--- src/rtl/spec_group_tracker.sv ---
module spec_group_tracker #(
  parameter int NGRP       = 4,
  parameter int LINE_LIMIT = 16,
  parameter int LOG_W      = 10
) (
  input  logic                     clk,
  input  logic                     rst_n,
  input  logic                     open_req,
  input  logic                     st_valid,
  input  logic                     st_new_line,
  input  logic                     perm_valid,
  input  logic [NGRP-1:0]          perm_mask,
  input  logic                     viol_valid,
  input  logic [$clog2(NGRP)-1:0]  viol_id,
  input  logic                     commit_done,
  output logic                     ckpt_req,
  output logic [$clog2(NGRP)-1:0]  ckpt_id,
  output logic                     rb_valid,
  output logic [$clog2(NGRP)-1:0]  rb_id,
  output logic [NGRP-1:0]          rb_mask,
  output logic                     rb_replay,
  output logic                     commit_grant,
  output logic [$clog2(NGRP)-1:0]  commit_id,
  output logic [LOG_W-1:0]         commit_first,
  output logic [LOG_W-1:0]         commit_end,
  output logic                     snoop_hold,
  output logic                     clr_valid,
  output logic [$clog2(NGRP)-1:0]  clr_id
);
  localparam int GW = $clog2(NGRP);
  localparam int CW = $clog2(NGRP + 1);
  localparam int LW = $clog2(LINE_LIMIT + 1);

  typedef enum logic [1:0] {G_FREE, G_ACC, G_WAIT, G_COMMIT} gst_t;

  gst_t             st_q    [NGRP];
  gst_t             st_d    [NGRP];
  logic [LOG_W-1:0] lo_q    [NGRP];
  logic [LOG_W-1:0] lo_d    [NGRP];
  logic [LOG_W-1:0] end_q   [NGRP];
  logic [LOG_W-1:0] end_d   [NGRP];
  logic [LW-1:0]    lines_q [NGRP];
  logic [LW-1:0]    lines_d [NGRP];
  logic [LW-1:0]    fill_q  [NGRP];
  logic [LW-1:0]    fill_d  [NGRP];
  logic [GW-1:0]    head_q, head_d, tail_q, tail_d;
  logic [CW-1:0]    cnt_q, cnt_d;
  logic [LOG_W-1:0] lp_q, lp_d;
  logic             prog_q, prog_d;

  logic             ckpt_d, rbv_d, rbr_d, clrv_d;
  logic [GW-1:0]    ckpt_id_d, rb_id_d, clr_id_d;
  logic [NGRP-1:0]  rb_mask_d;

  logic [GW-1:0] cur, viol_age;
  logic          acc, viol_ok, retire;

  assign cur          = tail_q - 1'b1;
  assign acc          = (cnt_q != '0) && (st_q[cur] == G_ACC);
  assign viol_age     = viol_id - head_q;
  assign viol_ok      = viol_valid && (st_q[viol_id] == G_ACC || st_q[viol_id] == G_WAIT);
  assign commit_grant = (cnt_q != '0) && (st_q[head_q] == G_COMMIT);
  assign retire       = commit_done && commit_grant;
  assign commit_id    = head_q;
  assign commit_first = lo_q[head_q];
  assign commit_end   = end_q[head_q];
  assign snoop_hold   = commit_grant;

  always_comb begin
    logic          hit_limit, start;
    logic [GW-1:0] age;
    st_d = st_q; lo_d = lo_q; end_d = end_q; lines_d = lines_q; fill_d = fill_q;
    head_d = head_q; tail_d = tail_q; cnt_d = cnt_q; lp_d = lp_q;
    prog_d = prog_q & ~commit_done;
    ckpt_d = 1'b0; ckpt_id_d = ckpt_id;
    rbv_d = 1'b0; rb_id_d = rb_id; rbr_d = rb_replay; rb_mask_d = '0;
    clrv_d = 1'b0; clr_id_d = clr_id;
    hit_limit = 1'b0; start = 1'b0; age = '0;

    for (int g = 0; g < NGRP; g++)
      if (perm_valid && perm_mask[g] && st_q[g] != G_FREE && fill_q[g] < lines_q[g])
        fill_d[g] = fill_q[g] + 1'b1;

    if (viol_ok) begin
      for (int g = 0; g < NGRP; g++) begin
        age = GW'(g) - head_q;
        if (st_q[g] != G_FREE && age >= viol_age) begin
          st_d[g]      = G_FREE;
          rb_mask_d[g] = 1'b1;
        end
      end
      tail_d  = viol_id;
      cnt_d   = CW'(viol_age);
      lp_d    = lo_q[viol_id];
      prog_d  = 1'b1;
      rbv_d   = 1'b1;
      rb_id_d = viol_id;
      rbr_d   = (viol_age != '0);
    end else begin
      if (st_valid && acc) begin
        lp_d       = lp_q + 1'b1;
        end_d[cur] = lp_q + 1'b1;
        if (st_new_line) begin
          lines_d[cur] = lines_q[cur] + 1'b1;
          hit_limit    = (lines_q[cur] == LW'(LINE_LIMIT - 1));
        end
      end
      start = open_req || hit_limit;
      if (acc && start) st_d[cur] = G_WAIT;
      if (start && cnt_q < CW'(NGRP) && !prog_q) begin
        st_d[tail_q]    = G_ACC;
        lo_d[tail_q]    = lp_d;
        end_d[tail_q]   = lp_d;
        lines_d[tail_q] = '0;
        fill_d[tail_q]  = '0;
        tail_d          = tail_q + 1'b1;
        cnt_d           = cnt_q + 1'b1;
        ckpt_d          = 1'b1;
        ckpt_id_d       = tail_q;
      end
    end

    if (retire) begin
      st_d[head_q] = G_FREE;
      head_d       = head_q + 1'b1;
      cnt_d        = cnt_d - 1'b1;
      clrv_d       = 1'b1;
      clr_id_d     = head_q;
    end

    if (cnt_d != '0 && st_d[head_d] == G_WAIT && fill_d[head_d] == lines_d[head_d])
      st_d[head_d] = G_COMMIT;
  end

  always_ff @(posedge clk) begin
    if (!rst_n) begin
      for (int g = 0; g < NGRP; g++) begin
        st_q[g] <= G_FREE; lo_q[g] <= '0; end_q[g] <= '0;
        lines_q[g] <= '0; fill_q[g] <= '0;
      end
      head_q <= '0; tail_q <= '0; cnt_q <= '0; lp_q <= '0; prog_q <= 1'b0;
      ckpt_req <= 1'b0; ckpt_id <= '0;
      rb_valid <= 1'b0; rb_id <= '0; rb_mask <= '0; rb_replay <= 1'b0;
      clr_valid <= 1'b0; clr_id <= '0;
    end else begin
      st_q <= st_d; lo_q <= lo_d; end_q <= end_d; lines_q <= lines_d; fill_q <= fill_d;
      head_q <= head_d; tail_q <= tail_d; cnt_q <= cnt_d; lp_q <= lp_d; prog_q <= prog_d;
      ckpt_req <= ckpt_d; ckpt_id <= ckpt_id_d;
      rb_valid <= rbv_d; rb_id <= rb_id_d; rb_mask <= rb_mask_d; rb_replay <= rbr_d;
      clr_valid <= clrv_d; clr_id <= clr_id_d;
    end
  end

  always_ff @(posedge clk) begin
    if (rst_n) begin
      for (int g = 0; g < NGRP; g++) begin
        a_r3_lines_cap: assert (lines_q[g] <= LW'(LINE_LIMIT));
        a_r4_fill_le_lines: assert (fill_q[g] <= lines_q[g]);
      end
    end
  end

  a_r4_grant_full: assert property (@(posedge clk) disable iff (!rst_n)
    commit_grant |-> fill_q[head_q] == lines_q[head_q]);
  a_r7_clear_after_retire: assert property (@(posedge clk) disable iff (!rst_n)
    (commit_done && commit_grant) |=> clr_valid);
  a_r9_rb_from_viol: assert property (@(posedge clk) disable iff (!rst_n)
    rb_valid |-> $past(viol_valid));
  a_r9_rb_no_open: assert property (@(posedge clk) disable iff (!rst_n)
    rb_valid |-> !ckpt_req);
  a_r10_open_blocked: assert property (@(posedge clk) disable iff (!rst_n)
    ckpt_req |-> !$past(prog_q));
  a_r11_cnt_cap: assert property (@(posedge clk) disable iff (!rst_n)
    cnt_q <= CW'(NGRP));
endmodule

--- config.mk ---
export PLATFORM = sky130hd
export DESIGN_NAME = spec_group_tracker
export DESIGN_NICKNAME = d
export VERILOG_FILES = /design/src/rtl/spec_group_tracker.sv
export SDC_FILE = /design/constraint.sdc
export NUM_CORES = 1
export LEC_CHECK = 0
export BUFFER_PORTS_ARGS = -buffer_cell sky130_fd_sc_hd__buf_2
export CAP_MARGIN = 20
export CORE_ASPECT_RATIO = 0.7
export CORE_UTILIZATION = 56
export CTS_CLUSTER_DIAMETER = 40
export DETAILED_ROUTE_END_ITERATION = 8
export MAX_ROUTING_LAYER = met4
export PLACE_DENSITY = 0.77
export SKIP_CTS_REPAIR_TIMING = 1
export SLEW_MARGIN = 10
export SYNTH_ARGS = -nofsm -noshare
export SYNTH_HDL_FRONTEND = slang
export SYNTH_SLANG_ARGS = --single-unit
export TNS_END_PERCENT = 30
--- constraint.sdc ---
create_clock -name clk -period 4.7 [get_ports clk]
set_input_delay 0.47 -clock clk [delete_from_list [all_inputs] [get_ports clk]]
set_output_delay 0.47 -clock clk [all_outputs]
set_load 0.01 [all_outputs]
==> results of run 1 <==
flip-flops by register name (all words and copies together) (netlist names), 3 cells and up:
register and cells:
lines_q 20, lo_q 40, rb_mask 4, fill_q 20
lp_q 10, st_q 8, end_q 40, cnt_q 3
power groups by stage:
| stage | registers (mW) | clock network, mW | logic, mW |
|---|---|---|---|
| 3_5_place_dp | 1.51 | 0 | 0.509 |
| 2_1_floorplan | 1.49 | 0 | 0.369 |
| 3_3_place_gp | 1.51 | 0 | 0.499 |
| 4_1_cts | 1.48 | 1.45 | 0.514 |
| 5_1_grt | 1.49 | 1.51 | 0.568 |
| 6_report | 1.48 | 1.45 | 0.528 |
synth_stat cells (all sizes together) (6+ instances only):
cell / instances
nand2b: 11
nor2b: 9
o211ai: 11
buf: 24
xnor2: 22
a21oi: 53
inv: 39
xor2: 18
a32oi: 6
and2: 11
a311oi: 7
nand2: 141
a31oi: 6
a21boi: 10
mux4: 37
nor3: 12
a21o: 7
o221ai: 9
clkbuf: 49
mux2i: 12
and3: 20
dfxtp: 160
o211a: 84
o22ai: 6
nor2: 75
ha: 39
a211oi: 8
o21ai: 37
nand3: 21
o31ai: 10
nand4: 9
layer usage:
metal  GRT usage, %  up-vias
met3          13.60       57
met2          43.27      554
met1          48.60     3983
li1               -     3860
met4          8.123        0
met5              -        -
critical path: stages, from the launching register on:
cell      delay, ns
dfxtp_1        0.38
inv_1          0.09
ha_1           0.50
mux4_2         0.42
ha_1           0.23
and3_1         0.16
ha_1           0.19
and3_1         0.27
and4b_1        0.24
a21o_1         0.22
a222oi_1       0.31
a21oi_1        0.22
or4b_4         0.59
xnor2_2        0.27
nand2_1        0.10
o31ai_1        0.20
path summary, 6_finish.rpt:
kind	start	end	slack, ns	depth (start not counted)
setup / recovery	tail_q[1]	st_q[6]	0.22	15
hold / removal	commit_done	prog_q	0.44	4
setup reg to reg	tail_q[1]	st_q[6]	0.22	15
hold reg to reg	clr_id[1]	clr_id[1]	0.47	2
cell type report:
type                       instances  area [um^2]
timing repair buffer              76        445.4
sequential                       160         3206
tap                              225        281.5
multi-input combinational        756         5679
clock buffer                      18        439.2
fill                            1354         5929
inverter                          39        146.4
clock inverter                    14        171.4
kinds of logic (layout without fill, tap and decap cells):
logic type / count (synthesis) / in the layout / synth area share, %
flops: 160 / 160 / 34.32
fa+ha+maj: 41 / 41 / 5.658
buf+inv: 112 / 147 / 4.974
compound gates: 294 / 294 / 24.40
xor+xnor: 40 / 40 / 3.834
mux: 49 / 49 / 10.22
simple gates: 332 / 332 / 16.60
stage by stage:
stage               power (mW)  instance area [um^2]  cells  hold WS [ns]
floorplan                1.860                  9333   1028        0.4563
CTS                      3.445                 10370   1288        0.4257
global route             3.567                 10370   1288        0.4711
global placement         2.007                  9751   1255        0.4538
finish                   3.458                 10370   1288        0.4392
detailed placement       2.017                  9758   1256        0.4649
==> flow_metrics.env, run 1 <==
export IMPL_outcome="finished clean"
export IMPL_rsz0062_at_grt="no"
export IMPL_root_buffer="clkbuf_16"
export IMPL_grt_usage_pct=33.90
export IMPL_crit_type="flop to flop"
export IMPL_die_height_um=110.0
export IMPL_area_growth_pct=11.10
export IMPL_critPathArrivalTime_ns=4.83
export IMPL_max_freq_mhz=223.4
export IMPL_antenna_found_initial=0
export IMPL_cts_sinks=160
export IMPL_yosysTopAreaCellShare_pct=34.32
export IMPL_required_ns=5.06
export IMPL_synth_async_sr_flop_share_pct=0
export IMPL_top_layer_used="met4"
export IMPL_syn_nets=1083
export IMPL_ys_top_cells_by_area="dfxtp_1 (34%), o211a_1 (9.0%), mux4_2 (8.9%)"
export IMPL_relSlewSlack_pct=24.14
export IMPL_die_w_um=156.3
export IMPL_met3WireLength_um=3999
export IMPL_p_leak_nw=4.927
export IMPL_start_util_pct=57.26
export IMPL_ctsHtreeMaxLevel=4
export IMPL_overflow=0
export IMPL_pwr_share_seq_pct=42.9
export IMPL_synth_edf_count=0
export IMPL_coreArea_um2=16300
export IMPL_drc=0
export IMPL_maxSlewViolCount=0
export IMPL_num_rows=39
export IMPL_fin_crit_sh_pct=95.22
export IMPL_tightest_slew_ns=1.130
export IMPL_peakVddDrop_v=0.0002309
export IMPL_wl_met1_um=12650
export IMPL_synthCells=1028
export IMPL_p_switching_mw=1.009
export IMPL_die_area_um2=17190
export IMPL_grt_max_degree=84
export IMPL_final_nets=1105
export IMPL_wl_um=27790
export IMPL_clk_insertion_delay_late_ns=0.44
export IMPL_cts_tree="yes"
export IMPL_avgRoutedWirePerCell_um=21.58
export IMPL_setup_viol=0
export IMPL_drtAntennaViolNets=0
export IMPL_combinationalPowerShare_pct=15.3
export IMPL_antenna_cells=0
export IMPL_place_gp_congestion=1.069
export IMPL_yosysWarnings=0
export IMPL_mostFrequentLayoutCells="dfxtp_1 (158), nand2_1 (141), o211a_1 (84)"
export IMPL_critPathLaunchType="flop"
export IMPL_powerDensity_nw_per_um2=333.5
export IMPL_cp_end_kind="flop"
export IMPL_post_synth_num_cell_types=74
export IMPL_wl_met2_um=10710
export IMPL_synth_seq_cells=160
export IMPL_seq_area_frac_synth_pct=34.32
export IMPL_avgViaCountPerCell=6.564
export IMPL_drv_cap=0
export IMPL_io_pin_count=52
export IMPL_cts_made_buffers=17
export IMPL_yosys_area_top_type="dfxtp_1"
export IMPL_drt_first_pass_iters=9
export IMPL_hpwl_um=19600
export IMPL_drt_iter0_drc=1282
export IMPL_cp_max_fo=8
export IMPL_pre_cts_ws_ns=0.3650
export IMPL_final_common_cell="dfxtp_1"
export IMPL_synthFlopType="dfxtp_1"
export IMPL_grt_pass1_wl_um=42690
export IMPL_power_frac_clock_pct=41.8
export IMPL_grt_pass1_vias=7545
export IMPL_fin_ws_ns=0.2245
export IMPL_cts_buffer_depth=2
export IMPL_min_path_type="input port to flop"
export IMPL_syn_avg_cell_area_um2=9.079
export IMPL_drive_gt1_share_pct=15.24
export IMPL_finalHoldViolations=0
export IMPL_min_period_ns=4.475
export IMPL_switching_share_pct=29.18
export IMPL_routed_via_count=8454
export IMPL_p_int_mw=2.449
export IMPL_syn_area_um2=9333
export IMPL_fin_skew_ns=0.01237
export IMPL_fin_util_pct=63.62
export IMPL_clkTransAtPathRegs_ns=0.07
export IMPL_tns_ns=0
export IMPL_portBuffers=51
No activity file was read; power rests on OpenSTA's default activity.
==> run 2, diff against run 1 <==
- CORE_ASPECT_RATIO: 0.7 -> 0.9
- CORE_UTILIZATION: 56 -> 47
- PLACE_DENSITY: 0.77 -> 0.66
==> run 2 against run 1 <==
Hold slack improved by 0.035 ns; clock skew decreased by 0.0030 ns; worst setup slack improved by 0.058 ns; global-route usage fell by 5.5 points; critical path type unchanged.
==> flow_metrics.env, run 2 (synthesized netlist as in run 1, its figures left out) <==
export IMPL_p_leak_nw=4.934
export IMPL_grt_pass1_wl_um=42870
export IMPL_drv_cap=0
export IMPL_num_rows=48
export IMPL_cp_max_fo=8
export IMPL_ff_latch_area_um2=3206
export IMPL_portBuffers=51
export IMPL_final_nets=1103
export IMPL_critPathArrivalTime_ns=4.76
export IMPL_io_pin_count=52
export IMPL_n_fill_cell=1737
export IMPL_grt_max_degree=81
export IMPL_cts_made_buffers=17
export IMPL_fin_skew_ns=0.009408
export IMPL_total_power_mw=3.517
export IMPL_fin_area_um2=10400
export IMPL_dp_cells=1277
export IMPL_overflow=0
export IMPL_relSlewSlack_pct=27.76
export IMPL_maxSlewViolCount=0
export IMPL_cp_end_kind="flop"
export IMPL_avgViaCountPerCell=6.304
export IMPL_drc=0
export IMPL_avgRoutedWirePerCell_um=20.80
export IMPL_pwr_share_seq_pct=42.1
export IMPL_power_frac_clock_pct=43.2
export IMPL_multiInputGateArea_um2=5682
export IMPL_p_int_mw=2.501
export IMPL_placed_area_um2=9762
export IMPL_mostFrequentLayoutCells="dfxtp_1 (158), nand2_1 (141), o211a_1 (84)"
export IMPL_drt_iter0_drc=816
export IMPL_p_switching_mw=1.016
export IMPL_min_path_type="flop to flop"
export IMPL_clk_insertion_delay_late_ns=0.44
export IMPL_grt_usage_pct=28.44
export IMPL_tns_ns=0
export IMPL_root_buffer="clkbuf_16"
export IMPL_pre_cts_ws_ns=0.3643
export IMPL_top_regs="end_q x40, lo_q x40"
export IMPL_die_w_um=150.5
export IMPL_coreArea_um2=19340
export IMPL_hpwl_um=19050
export IMPL_drtAntennaViolNets=0
export IMPL_critPathLaunchType="flop"
export IMPL_max_freq_mhz=226.4
export IMPL_finalHoldViolations=0
export IMPL_fin_ws_ns=0.2827
export IMPL_place_gp_congestion=0.9454
export IMPL_final_common_cell="dfxtp_1"
export IMPL_rsz0062_at_grt="no"
export IMPL_ctsHtreeMaxLevel=4
export IMPL_grt_pass1_vias=7539
export IMPL_start_util_pct=48.26
export IMPL_cts_tree="yes"
export IMPL_crit_type="flop to flop"
export IMPL_fin_crit_sh_pct=93.99
export IMPL_combinationalPowerShare_pct=14.7
export IMPL_setup_viol=0
export IMPL_fin_cells=1311
export IMPL_die_area_um2=20420
export IMPL_outcome="finished clean"
export IMPL_area_growth_pct=11.48
export IMPL_cts_sinks=160
export IMPL_peakVddDrop_v=0.0002274
export IMPL_wl_um=27270
export IMPL_switching_share_pct=28.89
export IMPL_required_ns=5.04
export IMPL_clkTransAtPathRegs_ns=0.07
export IMPL_antenna_cells=0
export IMPL_fin_hold_ws_ns=0.4745
export IMPL_cts_buffer_depth=2
export IMPL_min_period_ns=4.417
export IMPL_powerDensity_nw_per_um2=338.1
export IMPL_fin_util_pct=53.80
export IMPL_tightest_slew_ns=1.082
export IMPL_drt_first_pass_iters=6
export IMPL_drive_gt1_share_pct=15.17
export IMPL_die_height_um=135.7
export IMPL_routed_via_count=8265
export IMPL_antenna_found_initial=0
run 2: cell count changes in the layout (fill, tap and decap cells not counted), sizes merged:
| cell | previous run | this run |
|---|---|---|
| buf | 76 | 74 |
| inv | 46 | 49 |
| clkinvlp | 2 | 0 |
| clkinv | 3 | 1 |
| bufinv | 2 | 3 |
run 2: worst paths after layout:
kind / depth (start not counted) / slack [ns] / end / startpoint
setup / recovery: 17 / 0.28 / st_q[4] / tail_q[1]
hold reg to reg: 2 / 0.47 / rb_id[1] / rb_id[1]
hold / removal: 2 / 0.47 / rb_id[1] / rb_id[1]
setup reg to reg: 17 / 0.28 / st_q[4] / tail_q[1]
run 2: critical path, cell delays in order, from the launching register on:
cell and delay [ns]:
dfxtp_1 0.38, inv_1 0.09, ha_1 0.45, mux4_2 0.42, ha_1 0.24, and3_1 0.15
ha_1 0.18, and3_1 0.27, a32oi_2 0.43, mux2i_1 0.13, mux2i_1 0.22, inv_1 0.07
ha_1 0.31, nand2_1 0.06, o22ai_1 0.12, a21oi_1 0.25, o2111ai_1 0.24, o31ai_1 0.30
run 2: area by class of cell:
class	count	share of cell area [%]
Inverter	39	1.407
Timing Repair Buffer	74	4.137
Clock inverter	14	1.804
Multi-Input combinational cell	756	54.61
Clock buffer	18	4.221
Tap cell	250	3.007
Sequential cell	160	30.81
run 2: power by group through the flow:
stage	combinational (mW)	sequential [mW]	clock, mW
global route	0.559	1.49	1.59
floorplan	0.369	1.49	0
global placement	0.501	1.51	0
finish	0.516	1.48	1.52
detailed placement	0.505	1.51	0
CTS	0.508	1.48	1.53
run 2: metal layers:
layer  global-route usage, %  routed length (um)  up-vias
met2                   38.40               11330      379
met1                   41.61               12950     3988
met3                   6.532                2613       46
li1                        -                   -     3852
met5                       -                   0        -
met4                   8.025                 377        0
